File: config.mk
export PLATFORM = sky130hd
export DESIGN_NAME = bih_codec
export DESIGN_NICKNAME = d
export VERILOG_FILES = /design/src/rtl/bih_pkg.sv /design/src/rtl/bih_ctrl.sv /design/src/rtl/bih_datapath.sv /design/src/rtl/bih_codec.sv
export SDC_FILE = /design/constraint.sdc
export NUM_CORES = 1
export LEC_CHECK = 0
export CORE_AREA = 2 2 61 63
export CTS_CLUSTER_SIZE = 30
export DETAILED_ROUTE_END_ITERATION = 8
export DIE_AREA = 0 0 63 65
export HOLD_SLACK_MARGIN = 0.15
export PLACE_DENSITY = 0.89
export SLEW_MARGIN = 25
export SYNTH_ARGS = -nofsm -noshare
export SYNTH_HDL_FRONTEND = slang
export SYNTH_SLANG_ARGS = --single-unit
File: constraint.sdc
create_clock -name clk -period 6.11 [get_ports clk]
set_input_delay 1.222 -clock clk [delete_from_list [all_inputs] [get_ports clk]]
set_output_delay 1.222 -clock clk [all_outputs]
set_load 0.02 [all_outputs]
File: src/rtl/bih_pkg.sv
package bih_pkg;

  typedef struct packed {
    logic encLoad;
    logic decLoad;
  } bihStrobe_t;

  // Code position of protected bit idx: the idx-th integer >= 3 that is not a power of two.
  function automatic int hamPos(input int idx);
    int seen;
    seen = 0;
    for (int pos = 3; pos < 1024; pos++) begin
      if ((pos & (pos - 1)) != 0) begin
        if (seen == idx) return pos;
        seen++;
      end
    end
    return 0;
  endfunction

  // Smallest parity count that covers nProt protected bits.
  function automatic int parityCount(input int nProt);
    for (int m = 1; m < 31; m++) begin
      if ((1 << m) >= nProt + m + 1) return m;
    end
    return 31;
  endfunction

  function automatic bit coversBit(input int idx, input int p);
    return ((hamPos(idx) >> p) & 1) == 1;
  endfunction

  // Parity p needs the invert flag folded in when it covers an odd count of data bits,
  // and once more when it also covers the flag's own position.
  function automatic bit fixNeeded(input int nData, input int p);
    bit acc;
    acc = 1'b0;
    for (int j = 0; j < nData; j++) begin
      if (coversBit(j, p)) acc = ~acc;
    end
    if (coversBit(nData, p)) acc = ~acc;
    return acc;
  endfunction

endpackage

File: src/rtl/bih_ctrl.sv
module bih_ctrl
  import bih_pkg::*;
(
  input  logic       clk,
  input  logic       rstN,
  input  logic       inValid,
  input  logic       rxValid,
  output bihStrobe_t stb,
  output logic       busValid,
  output logic       outValid
);

  assign stb.encLoad = inValid;
  assign stb.decLoad = rxValid;

  always_ff @(posedge clk or negedge rstN) begin
    if (!rstN) begin
      busValid <= 1'b0;
      outValid <= 1'b0;
    end else begin
      busValid <= inValid;
      outValid <= rxValid;
    end
  end

endmodule

File: src/rtl/bih_datapath.sv
module bih_datapath
  import bih_pkg::*;
#(
  parameter int DATA_W = 8,
  parameter int PAR_W  = 4,
  parameter int CW     = 13
) (
  input  logic              clk,
  input  logic              rstN,
  input  bihStrobe_t        stb,
  input  logic [DATA_W-1:0] inData,
  input  logic [CW-1:0]     rxWord,
  output logic [CW-1:0]     busWord,
  output logic [DATA_W-1:0] outData,
  output logic              corrected
);

  localparam int PROT_W = DATA_W + 1;
  localparam int CNT_W  = $clog2(DATA_W + 1);
  localparam int HALF   = DATA_W / 2;

  logic [DATA_W-1:0] prevSent;
  logic [DATA_W-1:0] diffBits;
  logic [DATA_W-1:0] sentData;
  logic [CNT_W-1:0]  diffCount;
  logic              invBit;
  logic [PAR_W-1:0]  rawPar;
  logic [PAR_W-1:0]  fixPar;
  logic [PAR_W-1:0]  syndrome;
  logic [PROT_W-1:0] flipMask;
  logic [PROT_W-1:0] fixedProt;
  logic [CW-1:0]     busReg;
  logic [DATA_W-1:0] outReg;

  // Invert decision: toggle count against the last driven data bits.
  assign diffBits = inData ^ prevSent;

  always_comb begin
    diffCount = '0;
    for (int i = 0; i < DATA_W; i++) begin
      diffCount = diffCount + CNT_W'(diffBits[i]);
    end
  end

  assign invBit   = diffCount > CNT_W'(HALF);
  assign sentData = inData ^ {DATA_W{invBit}};

  // Parity from raw data in parallel with the decision, then a one-gate fix-up.
  for (genvar p = 0; p < PAR_W; p++) begin : g_par
    localparam bit FIX = fixNeeded(DATA_W, p);
    logic [PROT_W-1:0] grpMask;
    for (genvar j = 0; j < PROT_W; j++) begin : g_bit
      assign grpMask[j] = coversBit(j, p);
    end
    assign rawPar[p]   = ^(inData & grpMask[DATA_W-1:0]);
    assign fixPar[p]   = rawPar[p] ^ (invBit & FIX);
    assign syndrome[p] = rxWord[PROT_W+p] ^ (^(rxWord[PROT_W-1:0] & grpMask));
  end

  // Syndrome points at the protected bit to repair; parity-only hits match none.
  for (genvar j = 0; j < PROT_W; j++) begin : g_fix
    localparam logic [PAR_W-1:0] POS = PAR_W'(hamPos(j));
    assign flipMask[j] = (syndrome == POS);
  end

  assign fixedProt = rxWord[PROT_W-1:0] ^ flipMask;

  always_ff @(posedge clk or negedge rstN) begin
    if (!rstN) begin
      prevSent  <= '0;
      busReg    <= '0;
      outReg    <= '0;
      corrected <= 1'b0;
    end else begin
      if (stb.encLoad) begin
        prevSent <= sentData;
        busReg   <= {fixPar, invBit, sentData};
      end
      if (stb.decLoad) begin
        outReg <= fixedProt[DATA_W-1:0] ^ {DATA_W{fixedProt[DATA_W]}};
      end
      corrected <= stb.decLoad & (|syndrome);
    end
  end

  assign busWord = busReg;
  assign outData = outReg;

endmodule

File: src/rtl/bih_codec.sv
module bih_codec
  import bih_pkg::*;
#(
  parameter  int DATA_W = 8,
  localparam int PAR_W  = parityCount(DATA_W + 1),
  localparam int CW     = DATA_W + 1 + PAR_W
) (
  input  logic              clk,
  input  logic              rstN,
  input  logic              inValid,
  input  logic [DATA_W-1:0] inData,
  output logic              busValid,
  output logic [CW-1:0]     busWord,
  input  logic              rxValid,
  input  logic [CW-1:0]     rxWord,
  output logic              outValid,
  output logic [DATA_W-1:0] outData,
  output logic              corrected
);

  bihStrobe_t stb;

  bih_ctrl u_ctrl (
    .clk      (clk),
    .rstN     (rstN),
    .inValid  (inValid),
    .rxValid  (rxValid),
    .stb      (stb),
    .busValid (busValid),
    .outValid (outValid)
  );

  bih_datapath #(
    .DATA_W (DATA_W),
    .PAR_W  (PAR_W),
    .CW     (CW)
  ) u_dp (
    .clk       (clk),
    .rstN      (rstN),
    .stb       (stb),
    .inData    (inData),
    .rxWord    (rxWord),
    .busWord   (busWord),
    .outData   (outData),
    .corrected (corrected)
  );

endmodule

==> impl_metrics.csv <==
group,metric,value,unit
status,outcome,"completed",
logic_synthesis,async_flop_share,1.00,
floorplan,die_w,63,um
sta,tightest_slew,636,ps
detailed_routing,drc,0,
clocking,cts_buffer_depth,2,
global_routing,grt_first_pass_wirelength,5990,um
min_path,hold_path_class,"reg -> reg",
final_layout,fill_cells,291,
floorplan,start_util,0.495,
detailed_routing,drtPass1Iterations,4,
logic_synthesis,synth_most_common_cell,"xnor2_1",
worst_setup_path,crit_chain,"clkdlybuf4s50_1 > xor2_1 > ha_1 > fa_1 > inv_1 > fa_1 > fa_1 > inv_1 > fa_1 > nand2b_1 > a221oi_1 > mux2i_2 > xor2_1 > xnor2_1 > mux2_2",
floorplan,row_count,22,
logic_synthesis,synth_area_leaders,"dfrtp_1, xnor2_1, mux2_2",
floorplan,pin_count,49,
sta,hold_violations,0,
logic_synthesis,synthTopCellsByCount,"xnor2_1, dfrtp_1, mux2_2, xor2_1, nor2_1",
clocking,cts.hold.buffers_added,0,
clocking,cts-htree-levels,1,
sta,period_share,0.906,
sta,fmax,0.181,GHz
floorplan,coreArea,3500,um2
flow_run,drv_cap,0,
sta,skew,7.60,ps
place,hpwl,2850,um
detailed_routing,wl_per_cell,14.8,um
global_routing,gr-usage-all-layers,0.189,
clocking,root_buffer,"clkbuf_4",
logic_synthesis,syn_area,1730,um2
sta,setup_tns,0,ps
logic_synthesis,synth_top_cell_area_share,0.347,
logic_synthesis,synth_ff_type,"dfrtp_1",
place,portBuffers,48,
detailed_routing,vias,1202,
logic_synthesis,synth_cell_types,28,
logic_synthesis,synth_cells,142,
worst_setup_path,cp_slowest_cell,"clkdlybuf4s50_1",
logic_synthesis,synth_edf_count,0,
detailed_routing,route.final.wire_length,3520,um
final_layout,syn_to_final_growth,32.2,%
worst_setup_path,critPathBufInv,3,
logic_synthesis,synth_seq_cells,24,
clocking,clock-sinks,24,
detailed_routing,drt_iter0_drc,54,
clocking,post_cts_resized,0,
global_routing,grt_start_max_net_pins,25,
place,place.gp.congestion,0.825,
clocking,insertion_delay,310,ps
sta,rsz0062_at_grt,"no",
global_routing,grt_pass1_vias,1328,
sta,maxSlewHeadroom,0.568,
worst_setup_path,worst_ep_required_time,6310,ps
worst_setup_path,crit_type,"in -> reg",
final_layout,drive_gt1_frac,0.132,
logic_synthesis,postSynthAreaPerCell,12.2,um2
global_routing,antenna_found_initial,0,
floorplan,fp.dieH,65,um
worst_setup_path,worst_setup_path_end_kind,"flip-flop",
sta,drv_slew,0,
worst_setup_path,crit_top_cell,"fa_1",
worst_setup_path,startpoint_type,"input pin",
clocking,cts.clk_slew.worst_paths,120,ps
logic_synthesis,ys_warn_count,0,
worst_setup_path,crit_arrival,5740,ps
logic_synthesis,yosys.area.top_type,"dfrtp_1",
final_layout,nNetsFinal,223,
sta,finalSetupViolCount,0,
global_routing,overflow,0,
worst_setup_path,max_stage_delay,560,ps
worst_setup_path,cp_top_family,"adder cells",
logic_synthesis,seq_area_frac_synth,0.347,
detailed_routing,postRouteAntennaNets,0,
sta,min_period,5540,ps
floorplan,dieArea,4100,um2
clocking,cts_tree,"done",
clocking,numCtsBuffers,3,
detailed_routing,via_per_inst,5.05,
worst_setup_path,path_max_fanout,9,
logic_synthesis,synth_nets,174,
clocking,cts_setup_buffers,0,
final_layout,num_antenna_cells,0,
-- cells by family (layout without fill, tap and decap cells) --
kind of cell | count (synthesis) | after routing | share of synthesized area
xor+xnor | 56 | 56 | 0.366
simple gates | 21 | 21 | 0.0659
flops | 24 | 24 | 0.347
mux | 15 | 15 | 0.0991
fa+ha+maj | 7 | 7 | 0.0680
compound gates | 11 | 11 | 0.0362
buf+inv | 8 | 56 | 0.0174
-- metal layers --
metal  GRT usage  vias up  share of wire
li1            -      571              -
met1       0.214      578           0.39
met2       0.339       45           0.53
met3      0.0451        8          0.058
met4      0.0833        0          0.026
met5           0        -              0
-- sequential cells by signal, indices dropped and copies added, names as in the netlist --
name and flops:
u_ctrl.busValid 1, u_ctrl.outValid 1, u_dp.busWord 6, u_dp.corrected 1
u_dp.outData 8, u_dp.prevSent 7
-- metrics by stage --
stage | cell area, um2 | util | std cells | hold slack [ps] | worst slack [ps]
4_1_cts | 2290 | 0.655 | 238 | 525 | 551
5_1_grt | 2290 | 0.654 | 238 | 547 | 331
2_1_floorplan | 1730 | - | 142 | 617 | 1060
6_report | 2290 | 0.654 | 238 | 520 | 573
3_3_place_gp | 2250 | 0.645 | 234 | 499 | 434
3_5_place_dp | 2250 | 0.645 | 234 | 495 | 229
-- cell usage in the layout, fill, tap and decap left out, types with 2 or more instances in the layout --
master	Yosys	routed
xor2_1	14	14
nand2_1	5	5
mux2_2	14	14
fa_1	4	4
nor4b_1	2	2
ha_1	3	3
clkbuf_4	0	3
dfrtp_1	24	24
inv_1	4	4
xnor2_1	32	32
xor3_1	2	2
xnor3_1	4	4
clkdlybuf4s50_1	0	47
o21ai_0	2	2
nor2_1	9	9
a21oi_1	7	7
-- worst reg2reg max path, cell delays in order, from the launching register on --
cell and delay (ps):
dfrtp_1 440, xor2_1 180, ha_1 320, fa_1 530, inv_1 60, fa_1 510, fa_1 420, inv_1 90
fa_1 400, nand2b_1 170, a221oi_1 300, mux2i_2 260, xor2_1 340, xnor2_1 120, mux2_2 270
-- path summary, 6_finish.rpt --
path / cells past startpoint / endpoint / slack, ps / startpoint
worst min-delay path: 1 / u_dp.outData[1]$_DFFE_PN0P_ / 520 / u_dp.outData[1]$_DFFE_PN0P_
worst max-delay path: 15 / u_dp.busWord[10]$_DFFE_PN0P_ / 570 / inData[1]
max in group asynchronous: 1 / u_dp.busWord[9]$_DFFE_PN0P_ / 4890 / rstN
min in group asynchronous: 1 / u_dp.prevSent[3]$_DFFE_PN0P_ / 870 / rstN
worst max register to register: 14 / u_dp.busWord[10]$_DFFE_PN0P_ / 1580 / u_dp.prevSent[0]$_DFFE_PN0P_
worst min register to register: 1 / u_dp.outData[1]$_DFFE_PN0P_ / 520 / u_dp.outData[1]$_DFFE_PN0P_
-- cell type report --
| type | instances | area, um2 | share of cell area |
|---|---|---|---|
| timing repair buffer | 48 | 475 | 0.208 |
| clock buffer | 4 | 36.3 | 0.0159 |
| tap | 48 | 60.1 | 0.0263 |
| multi-input combinational | 110 | 1100 | 0.481 |
| sequential | 24 | 601 | 0.263 |
| inverter | 4 | 15.0 | 0.00657 |
Power is not shown: default switching activity piles up to over one toggle a cycle in this logic, so the estimate is an artifact.
